<file path="src/rtl/calib_pkg.sv">
package calib_pkg;
  // Adjustment strobes from the control to the divider for the current second
  typedef struct packed {
    logic shortSec;  // drop one stage from this second
    logic longSec;   // stretch the final stage of this second
  } adjStrobe_t;
endpackage

</file>
<file path="src/rtl/calib_ctrl.sv">
module calib_ctrl
  import calib_pkg::*;
#(
  parameter int CAL_W         = 5,
  parameter int SECS_PER_MIN  = 60,
  parameter int MIN_PER_CYCLE = 64,
  parameter int ELIGIBLE      = 62,
  localparam int SEC_W = (SECS_PER_MIN > 1) ? $clog2(SECS_PER_MIN) : 1,
  localparam int MIN_W = $clog2(MIN_PER_CYCLE)
) (
  input  logic             clk,
  input  logic             rstN,
  input  logic             secTick,
  input  logic [CAL_W-1:0] calMag,
  input  logic             calPos,
  output adjStrobe_t       strobe,
  output logic [MIN_W-1:0] minIdx
);
  logic [SEC_W-1:0] secCnt;
  logic [MIN_W-1:0] minCnt;
  logic [CAL_W-1:0] magLatch;
  logic             posLatch;
  logic             loadPend;
  logic             lastSec;
  logic             loadNow;
  logic [CAL_W:0]   twiceMag;
  logic             corrMin;

  assign lastSec  = (secCnt == SEC_W'(SECS_PER_MIN - 1));
  assign loadNow  = loadPend || (secTick && lastSec);
  assign twiceMag = {magLatch, 1'b0};
  assign corrMin  = (int'(minCnt) < int'(twiceMag)) && (int'(minCnt) < ELIGIBLE);

  always_ff @(posedge clk or negedge rstN) begin
    if (!rstN) begin
      secCnt   <= '0;
      minCnt   <= '0;
      magLatch <= '0;
      posLatch <= 1'b0;
      loadPend <= 1'b1;
    end else begin
      loadPend <= 1'b0;
      if (loadNow) begin
        magLatch <= calMag;
        posLatch <= calPos;
      end
      if (secTick) begin
        if (lastSec) begin
          secCnt <= '0;
          minCnt <= (minCnt == MIN_W'(MIN_PER_CYCLE - 1)) ? '0 : minCnt + 1'b1;
        end else begin
          secCnt <= secCnt + 1'b1;
        end
      end
    end
  end

  always_comb begin
    strobe.shortSec = (secCnt == '0) && corrMin && posLatch;
    strobe.longSec  = (secCnt == '0) && corrMin && !posLatch;
  end

  assign minIdx = minCnt;

  AST_SEC_BOUND: assert property (@(posedge clk) disable iff (!rstN)
    int'(secCnt) < SECS_PER_MIN);
  AST_MIN_STEP: assert property (@(posedge clk) disable iff (!rstN)
    (secTick && lastSec) |=> (secCnt == '0 &&
      int'(minCnt) == ((int'($past(minCnt)) + 1) % MIN_PER_CYCLE)));
  AST_LATCH_HOLD: assert property (@(posedge clk) disable iff (!rstN)
    !loadNow |=> ($stable(magLatch) && $stable(posLatch)));
  AST_STROBE_WINDOW: assert property (@(posedge clk) disable iff (!rstN)
    (strobe.shortSec || strobe.longSec) |-> (secCnt == '0 && int'(minCnt) < ELIGIBLE));
  AST_STROBE_EXCL: assert property (@(posedge clk) disable iff (!rstN)
    $countones({strobe.shortSec, strobe.longSec}) <= 1);
endmodule

</file>
<file path="src/rtl/calib_divider.sv">
module calib_divider
  import calib_pkg::*;
#(
  parameter int STAGE_LOG2  = 8,
  parameter int STAGES_LOG2 = 7,
  parameter int NEG_ADJ     = 128,
  localparam int STAGE  = 1 << STAGE_LOG2,
  localparam int STAGES = 1 << STAGES_LOG2,
  localparam int LOW_W  = STAGE_LOG2 + 1,
  localparam int HIGH_W = STAGES_LOG2
) (
  input  logic       clk,
  input  logic       rstN,
  input  adjStrobe_t strobe,
  output logic       secTick
);
  logic [LOW_W-1:0]  lowCnt;
  logic [HIGH_W-1:0] highCnt;
  logic [LOW_W-1:0]  lowLimit;
  logic [HIGH_W-1:0] highLimit;
  logic              lowWrap;

  // Positive: the high stage ends one step early. Negative: last stage stretched.
  assign highLimit = strobe.shortSec ? HIGH_W'(STAGES - 2) : HIGH_W'(STAGES - 1);
  assign lowLimit  = (strobe.longSec && highCnt == highLimit)
                     ? LOW_W'(STAGE - 1 + NEG_ADJ) : LOW_W'(STAGE - 1);
  assign lowWrap   = (lowCnt == lowLimit);
  assign secTick   = lowWrap && (highCnt == highLimit);

  always_ff @(posedge clk or negedge rstN) begin
    if (!rstN) begin
      lowCnt  <= '0;
      highCnt <= '0;
    end else if (secTick) begin
      lowCnt  <= '0;
      highCnt <= '0;
    end else if (lowWrap) begin
      lowCnt  <= '0;
      highCnt <= highCnt + 1'b1;
    end else begin
      lowCnt  <= lowCnt + 1'b1;
    end
  end

  AST_TICK_RESTART: assert property (@(posedge clk) disable iff (!rstN)
    secTick |=> (lowCnt == '0 && highCnt == '0 && !secTick));
  AST_NO_OVERFLOW: assert property (@(posedge clk) disable iff (!rstN)
    int'(lowCnt) <= STAGE - 1 + NEG_ADJ);
  AST_SHORT_END: assert property (@(posedge clk) disable iff (!rstN)
    (strobe.shortSec && lowWrap && int'(highCnt) == STAGES - 2) |-> secTick);
endmodule

</file>
<file path="src/rtl/calib_testout.sv">
module calib_testout #(
  parameter int FT_LOG2 = 5
) (
  input  logic clk,
  input  logic rstN,
  input  logic ftEn,
  output logic ftOut
);
  logic [FT_LOG2-1:0] ftCnt;
  logic               ftWrap;

  assign ftWrap = (ftCnt == '1);

  always_ff @(posedge clk or negedge rstN) begin
    if (!rstN) begin
      ftCnt <= '0;
      ftOut <= 1'b0;
    end else begin
      ftCnt <= ftCnt + 1'b1;
      ftOut <= ftEn ? (ftWrap ? !ftOut : ftOut) : 1'b0;
    end
  end

  AST_FT_LOW: assert property (@(posedge clk) disable iff (!rstN)
    !ftEn |=> !ftOut);
  AST_FT_HOLD: assert property (@(posedge clk) disable iff (!rstN)
    (ftEn && $past(ftEn) && !ftWrap) |=> $stable(ftOut));
endmodule

</file>
<file path="src/rtl/calib_prescaler.sv">
module calib_prescaler
  import calib_pkg::*;
#(
  parameter int CAL_W         = 5,
  parameter int STAGE_LOG2    = 8,
  parameter int STAGES_LOG2   = 7,
  parameter int NEG_ADJ       = 128,
  parameter int SECS_PER_MIN  = 60,
  parameter int MIN_PER_CYCLE = 64,
  parameter int ELIGIBLE      = 62,
  parameter int FT_LOG2       = 5,
  localparam int MIN_W = $clog2(MIN_PER_CYCLE)
) (
  input  logic             clk,
  input  logic             rstN,
  input  logic [CAL_W-1:0] calMag,
  input  logic             calPos,
  input  logic             ftEn,
  output logic             secTick,
  output logic             ftOut,
  output logic [MIN_W-1:0] minIdx
);
  adjStrobe_t strobe;

  calib_ctrl #(
    .CAL_W(CAL_W), .SECS_PER_MIN(SECS_PER_MIN),
    .MIN_PER_CYCLE(MIN_PER_CYCLE), .ELIGIBLE(ELIGIBLE)
  ) i_ctrl (
    .clk(clk), .rstN(rstN), .secTick(secTick), .calMag(calMag),
    .calPos(calPos), .strobe(strobe), .minIdx(minIdx)
  );

  calib_divider #(
    .STAGE_LOG2(STAGE_LOG2), .STAGES_LOG2(STAGES_LOG2), .NEG_ADJ(NEG_ADJ)
  ) i_div (
    .clk(clk), .rstN(rstN), .strobe(strobe), .secTick(secTick)
  );

  calib_testout #(.FT_LOG2(FT_LOG2)) i_ft (
    .clk(clk), .rstN(rstN), .ftEn(ftEn), .ftOut(ftOut)
  );
endmodule

</file>
<file path="config.mk">
export PLATFORM = sky130hd
export DESIGN_NAME = calib_prescaler
export DESIGN_NICKNAME = d
export VERILOG_FILES = /design/src/rtl/calib_pkg.sv /design/src/rtl/calib_ctrl.sv /design/src/rtl/calib_divider.sv /design/src/rtl/calib_testout.sv /design/src/rtl/calib_prescaler.sv
export SDC_FILE = /design/constraint.sdc
export NUM_CORES = 1
export LEC_CHECK = 0
export ABC_AREA = 1
export BUFFER_PORTS_ARGS = -buffer_cell sky130_fd_sc_hd__buf_2
export CAP_MARGIN = 15
export CORE_ASPECT_RATIO = 0.8
export CORE_MARGIN = 3
export CORE_UTILIZATION = 65
export CTS_BUF_LIST = sky130_fd_sc_hd__clkbuf_2 sky130_fd_sc_hd__clkbuf_4 sky130_fd_sc_hd__clkbuf_8
export DETAILED_ROUTE_END_ITERATION = 16
export PLACE_DENSITY = 0.89
export SYNTH_ARGS = -nofsm -noshare
export SYNTH_HDL_FRONTEND = slang
export SYNTH_SLANG_ARGS = --single-unit
</file>
<file path="constraint.sdc">
create_clock -name clk -period 3.7 [get_ports clk]
set_clock_uncertainty 0.15 [all_clocks]
set_input_delay 0.74 -clock clk [delete_from_list [all_inputs] [get_ports clk]]
set_output_delay 0.74 -clock clk [all_outputs]
set_load 0.01 [all_outputs]
</file>
==> impl_results.md, run 1 <==
- Power per standard cell area: 371 nW/um^2
- Setup TNS: 0 ps
- Cell variety after synth: 29
- Sequential power share: 50.3%
- GR Util All Layers: 21.0%
- Final Hold Fails: 0
- Crit start category: flop
- Worst slew pin tran: 879 ps
- CTS resizes: 0
- CP arrival: 2420 ps
- Yosys warning count: 0
- Die Wd: 71.4 um
- Worst hold-check path type: reg -> reg
- CTS root buf: clkbuf_8
- Synth top cells by count: nand2_1 (63), dfrtp_1 (40), inv_1 (34)
- Syn Inst Count: 257
- Total power: 911 uW
- # fillers: 228
- H-tree depth: 2
- Number of global-route vias before repair: 1,616
- Yosys top cell by area: dfrtp_1
- Yosys top cell area share: 45.0%
- Post-synth EDFFs: 0
- Reg2Reg Depth: 14
- Post-synthesis register bit count: 41
- Final setup viols: 0
- Dominant cells by area after synthesis: dfrtp_1 (45%), nand2_1 (11%), ha_1 (6.2%)
- Static Leakage: 0.00134 uW
- GR Overflow Total: 0
- Antenna violations before repair: 0
- Die span in y: 58.3 um
- MaxCap Viol Count: 0
- Initial Util: 70.1%
- Unrepaired setup endpoints after global routing: false
- Post-layout nets: 297
- Max-Slew Margin vs Limit: 41.4%
- Cts hold-fix bufs: 0
- Worst VDD drop: 0.000525 V
- Post-synthesis sequential area ratio: 46.2%
- Status: completed
- Inserted Clock Buffers: 5
- Rows: 18
- Most numerous cell in the Yosys netlist: nand2_1
- Global-route wire length before repair: 6850 um
- Crit-path max cell delay: 440 ps
- Hold path start: i_ft.ftCnt[0]
- Layout cells sized above 1: 15.1%
- Most used cell, CP: nand2_1
- Reg2reg start: i_ctrl.minIdx[5]
- Hold Crit Depth: 1
- CTS Sinks: 41
- Clk slew on worst S/H paths: 80 ps
- Worst-Skew Late Latency: 300 ps
- Clock Power Share: 46.3%
- Switching pwr: 178 uW
- Crit path max-delay cell type: dfrtp_1
- R2r endpoint: i_ctrl.magLatch[4]
- Worst setup EP type: primary output
- Crit-path cells: ha_1, nand2_1, nand2_1, inv_1, nand3_2, nor2_2, nand4_2, o21ai_2, nand2_4, nor2_4, buf_2
- Die area: 4160 um^2
- Port Buffers: 16
- N_diodes: 0
- Combinational share of power: 3.4%
- Num ports: 17
- FMAX: 302 MHz
- P_int: 733 uW
- Design area: 2450 um^2
- Max FO, Critical Path: 13
- Switching share of power: 19.5%
- Placed cells: 310
- CTS Buffer Depth: 2
- Synthesized area per cell: 8.66 um^2
- Starting DRC count in detailed routing: 68
- Post-DP HPWL: 2800 um
- Vias per cell: 5.11
- Synthesized area: 2220 um^2
- Core Box Area: 3180 um^2
- Post-synth net total: 277
- Final wirelength: 3800 um
- Most used DFF post-synth: dfrtp_1
- Slew Viols, Final: 0
- Worst EP required: 2810 ps
- Postcts setup bufs: 0
- Area grow syn2layout: 10.3%
- GPL Wtd Cong: 0.852
- Hold endpoint: i_ft.ftCnt[0]
- DRC Markers: 0
- Routed Antenna Nets: 0
- Avg WL per Cell: 11.9 um
- Vias: 1,626
- Asr flop ratio synth: 100%
- Final instance count without filler cells: 318
- CP Class: reg -> out
- Min Tclk post-route: 3310 ps
- R2R Setup Slk: 1210 ps
- Placed inst area: 2320 um^2
- Final worst-path cycle share: 89.5%
- TritonRoute pass-1 iters: 4
- Largest net degree at the start of global routing: 42
- CTS tree: done
[stage by stage]
step | setup slack (ps) | hold slack [ps] | utilization [%]
3_5_place_dp | 706 | 301 | 73.1
6_report | 390 | 307 | 77.3
3_3_place_gp | 807 | 293 | 73.1
4_1_cts | 375 | 313 | 77.3
2_1_floorplan | 989 | 272 | -
5_1_grt | 157 | 337 | 77.3
[cells in the final DEF, fill, tap and decap left out, types with 2 or more instances in the layout]
master / instances
a21oi_1: 4
buf_2: 16
bufinv_16: 2
clkbuf_8: 5
dfrtp_1: 40
ha_1: 11
inv_1: 34
inv_2: 3
nand2_1: 63
nand3_1: 20
nand3_2: 3
nand3b_1: 5
nand4_1: 2
nor2_1: 21
nor2_2: 2
nor3_1: 2
o21ai_0: 11
o21ai_2: 3
xnor2_1: 4
xor2_1: 15
[routing by layer]
metal	global-route usage [%]	vias up	wire, um
met1	27.0	755	1800
met3	5.12	7	124
met2	35.6	22	1840
met5	0	-	0
met4	6.17	0	36
li1	-	842	-
[layout make-up]
type                       count  area (um^2)  area share, %
clock inverter                 3         65.1           2.65
multi-input combinational    175         1020           41.5
sequential                    41         1030           41.8
timing repair buffer          16         80.1           3.26
clock buffer                   5         68.8           2.80
tap                           40         50.0           2.04
inverter                      38          145           5.91
[cells by family after synthesis]
kind of cell	count (synthesis)	share of synthesized area [%]
xor+xnor	19	7.48
other cells	1	0.169
buf+inv	41	8.04
flops	41	46.2
simple gates	125	27.2
fa+ha+maj	11	6.19
compound gates	19	4.78
[sequential cells by signal, summed over array words and instances (netlist names)]
signal,cells
i_div.lowCnt,9
i_div.highCnt,7
i_ctrl.minIdx,6
i_ctrl.secCnt,6
i_ctrl.magLatch,5
i_ft.ftCnt,5
i_ctrl.loadPend,1
i_ctrl.posLatch,1
i_ft.ftOut,1
[power groups by stage]
stage / Clock (uW) / Combinational (uW) / Sequential [uW]
floorplan: 0 / 15.6 / 466
global placement: 0 / 30.5 / 467
detailed placement: 0 / 31.6 / 467
CTS: 431 / 31.7 / 458
global route: 449 / 36.9 / 459
finish: 422 / 30.7 / 458
[critical path, delay by kind of cell (launching register included)]
family	cells	cell delay, ps
flops	1	440
simple gates	7	850
buf+inv	2	250
compound gates	1	250
fa+ha+maj	1	330
[worst max-delay path by stage]
stage	startpoint	endpoint	slack (ps)
floorplan	i_ctrl.minIdx[5]	secTick	990
global placement	i_ctrl.minIdx[3]	secTick	810
detailed placement	i_ctrl.minIdx[3]	secTick	710
CTS	i_ctrl.minIdx[3]	secTick	380
global route	i_ctrl.minIdx[5]	secTick	160
finish	i_ctrl.minIdx[5]	secTick	390
Note: power is estimated with default switching activity, not from simulation.
==> run 2: changes to the inputs <==
--- a/config.mk
+++ b/config.mk
@@ -8,12 +8,12 @@
 export ABC_AREA = 1
 export BUFFER_PORTS_ARGS = -buffer_cell sky130_fd_sc_hd__buf_2
 export CAP_MARGIN = 15
-export CORE_ASPECT_RATIO = 0.8
 export CORE_MARGIN = 3
 export CORE_UTILIZATION = 65
 export CTS_BUF_LIST = sky130_fd_sc_hd__clkbuf_2 sky130_fd_sc_hd__clkbuf_4 sky130_fd_sc_hd__clkbuf_8
 export DETAILED_ROUTE_END_ITERATION = 16
 export PLACE_DENSITY = 0.89
+export RECOVER_POWER = 50
 export SYNTH_ARGS = -nofsm -noshare
 export SYNTH_HDL_FRONTEND = slang
 export SYNTH_SLANG_ARGS = --single-unit
==> run 2 against run 1 <==
Compared with the run above:
- the flow now finishes with violations (capacitance limit, slew limit)
- core utilization decreased by 1.8 points
- sequential share of layout area rose by 1.3 points
- combinational power is 2% lower
- critical path type unchanged
==> impl_results.md, run 2 (synthesis results as in run 1) <==
- Status: complete, but fails checks
- Failing checks: capacitance limit, slew limit
- Power per standard cell area: 295 nW/um^2 (-21%)
- Commonest non-fill, non-tap cell in the layout: nand2_1
- Final worst-path cycle share: 90.5% (+1.1 points)
- Die span in y: 64.5 um (+11%)
- Static Leakage: 0.00130 uW (-3.0%)
- Final Hold Fails: 0 (unchanged)
- Initial Util: 70.6% (+0.50 points)
- Most frequent cells in the layout: nand2_1 (63), dfrtp_1 (40), inv_1 (34)
- DRC Markers: 0 (unchanged)
- Top Registers: i_div.lowCnt (9), i_div.highCnt (7)
- Hold path start: i_ft.ftCnt[0]
- MaxCap Viol Count: 1 (+1)
- Switching share of power: 23.6% (+4.0 points)
- Max-Slew Margin vs Limit: -40.6% (-82 points)
- Setup TNS: 0 ps (unchanged)
- Final instance count without filler cells: 322 (+1.3%)
- Core Box Area: 3150 um^2 (-0.71%)
- Switching pwr: 165 uW (-7.1%)
- Design area: 2380 um^2 (-3.1%)
- FMAX: 299 MHz (-1.2%)
- Worst EP required: 2810 ps (about the same)
- Max FO, Critical Path: 13 (unchanged)
- GR Util All Layers: 20.8% (-0.20 points)
- Avg WL per Cell: 11.3 um (-5.1%)
- Largest net degree at the start of global routing: 42 (unchanged)
- Unrepaired setup endpoints after global routing: false
- Area grow syn2layout: 6.97%
- Rows: 20 (+2)
- Sequential power share: 65.4% (+15 points)
- Postcts setup bufs: 0 (unchanged)
- Worst Setup SP: i_ctrl.minIdx[5]
- Min Tclk post-route: 3350 ps (+39.4 ps)
- Starting DRC count in detailed routing: 121 (+78%)
- TritonRoute pass-1 iters: 4 (unchanged)
- Worst-Skew Late Latency: 350 ps (+50 ps)
- Final wirelength: 3650 um (-3.9%)
- Clock Power Share: 30.4% (-16 points)
- CTS Buffer Depth: 2 (unchanged)
- Reg with most FFs: i_div.lowCnt
- Placed cells: 314 (+1.3%)
- CP Class: reg -> out
- Antenna violations before repair: 0 (unchanged)
- Layout cells sized above 1: 14.7% (-0.36 points)
- Post-DP HPWL: 2760 um (-1.7%)
- N_diodes: 0 (unchanged)
- Number of global-route vias before repair: 1,597 (-1.2%)
- GR Overflow Total: 0 (unchanged)
- Clk slew on worst S/H paths: 120 ps (+40 ps)
- Crit-path cells: ha_1, nand2_1, nand2_1, inv_1, nand3_2, nor2_2, nand4_2, o21ai_2, nand2_4, nor2_4, buf_2
- P_int: 536 uW (-27%)
- Post-layout nets: 297 (unchanged)
- Vias: 1,658 (+2.0%)
- Crit start category: flop
- CP arrival: 2460 ps (+40 ps)
- Die Wd: 64.5 um (-9.7%)
- Slew Viols, Final: 42 (+42)
- Most used cell, CP: nand2_1
- Crit-path leading delay family: simple AND/OR/NAND/NOR gates
- Total power: 702 uW (-23%)
- Placed inst area: 2330 um^2 (+0.22%)
- Num ports: 17 (unchanged)
- GPL Wtd Cong: 0.847 (-0.56%)
- Min Hold Slack: 312 ps (+4.43 ps)
- Reg2reg start: i_ctrl.minIdx[5]
- Die area: 4160 um^2 (-0.11%)
- CTS resizes: 0 (unchanged)
- CTS Sinks: 41 (unchanged)
- Crit-path max cell delay: 450 ps (about the same)
- CTS tree: done
- Worst hold-check path type: reg -> reg
- Cts hold-fix bufs: 0 (unchanged)
- Combinational share of power: 4.3% (+0.9 points)
- Worst VDD drop: 0.000306 V (-42%)
- Port Buffers: 16 (unchanged)
- Crit path max-delay cell type: dfrtp_1
- Final setup viols: 0 (unchanged)
- Worst setup EP type: primary output
- Routed Antenna Nets: 0 (unchanged)
- Global-route wire length before repair: 6760 um (-1.3%)
- Inserted Clock Buffers: 5 (unchanged)
- H-tree depth: 2 (unchanged)
- Worst Path Buf+Inv: 2 (unchanged)
- CTS root buf: clkbuf_4
- Vias per cell: 5.15 (+0.70%)
- Worst slew pin tran: 2110 ps (+1230 ps)
- Max reg flops: 9 (unchanged)
==> run 2: changes by cell type in the layout (fill, tap and decap cells not counted) <==
cell / previous run / this run
clkinvlp_4: 0 / 1
clkbuf_1: 0 / 1
buf_2: 16 / 15
bufinv_16: 2 / 0
clkinv_2: 1 / 2
clkbuf_4: 0 / 5
clkbuf_8: 5 / 0
==> run 2: worst reg2reg max path, stage by stage, from the launching register on <==
cell and delay, ps:
dfrtp_1 450, ha_1 330, nand2_1 70, nand2_1 50
inv_1 60, nand3_2 70, nor2_2 150, nand2_1 70
nand2_1 70, nand3_2 190, inv_2 150, nand4_4 250
nand2_1 260, nand2_1 90, nand2_1 60
==> run 2: power groups by stage <==
stage          clock, uW  combinational, uW  sequential (uW)
2_1_floorplan          0               15.6              466
3_3_place_gp           0               30.3              467
3_5_place_dp           0               31.2              467
4_1_cts              221               31.3              459
5_1_grt              238               35.9              460
6_report             213               30.0              459
==> run 2: stage by stage <==
step	utilization (%)	setup WS [ps]
detailed placement	73.8	735
global placement	73.8	828
CTS	75.5	334
global route	75.5	152
finish	75.5	350
floorplan	-	989
==> run 2: path summary, 6_finish.rpt <==
kind,endpoint,slack (ps),cells after the start
max,secTick,350,11
min,i_ft.ftCnt[0],310,1
max reg2reg,i_ctrl.magLatch[4],1180,14
min reg2reg,i_ft.ftCnt[0],310,1
max in group asynchronous,i_ctrl.secCnt[2],1360,1
min in group asynchronous,i_ctrl.minIdx[0],820,1
==> run 2: final cells by class <==
type,count,area [um^2]
sequential,41,1030
multi-input combinational,175,1020
fill,244,773
inverter,38,145
timing repair buffer,16,78.8
tap,44,55.1
clock buffer,5,37.5
clock inverter,3,17.5
==> run 2: per-layer routing <==
layer  vias to the layer above  global-route usage, %  wire [um]
met5                         -                      0          0
met4                         0                   8.71         61
met3                         6                   4.85        170
met2                        36                   33.4       1770
met1                       757                   27.0       1650
li1                        859                      -          -
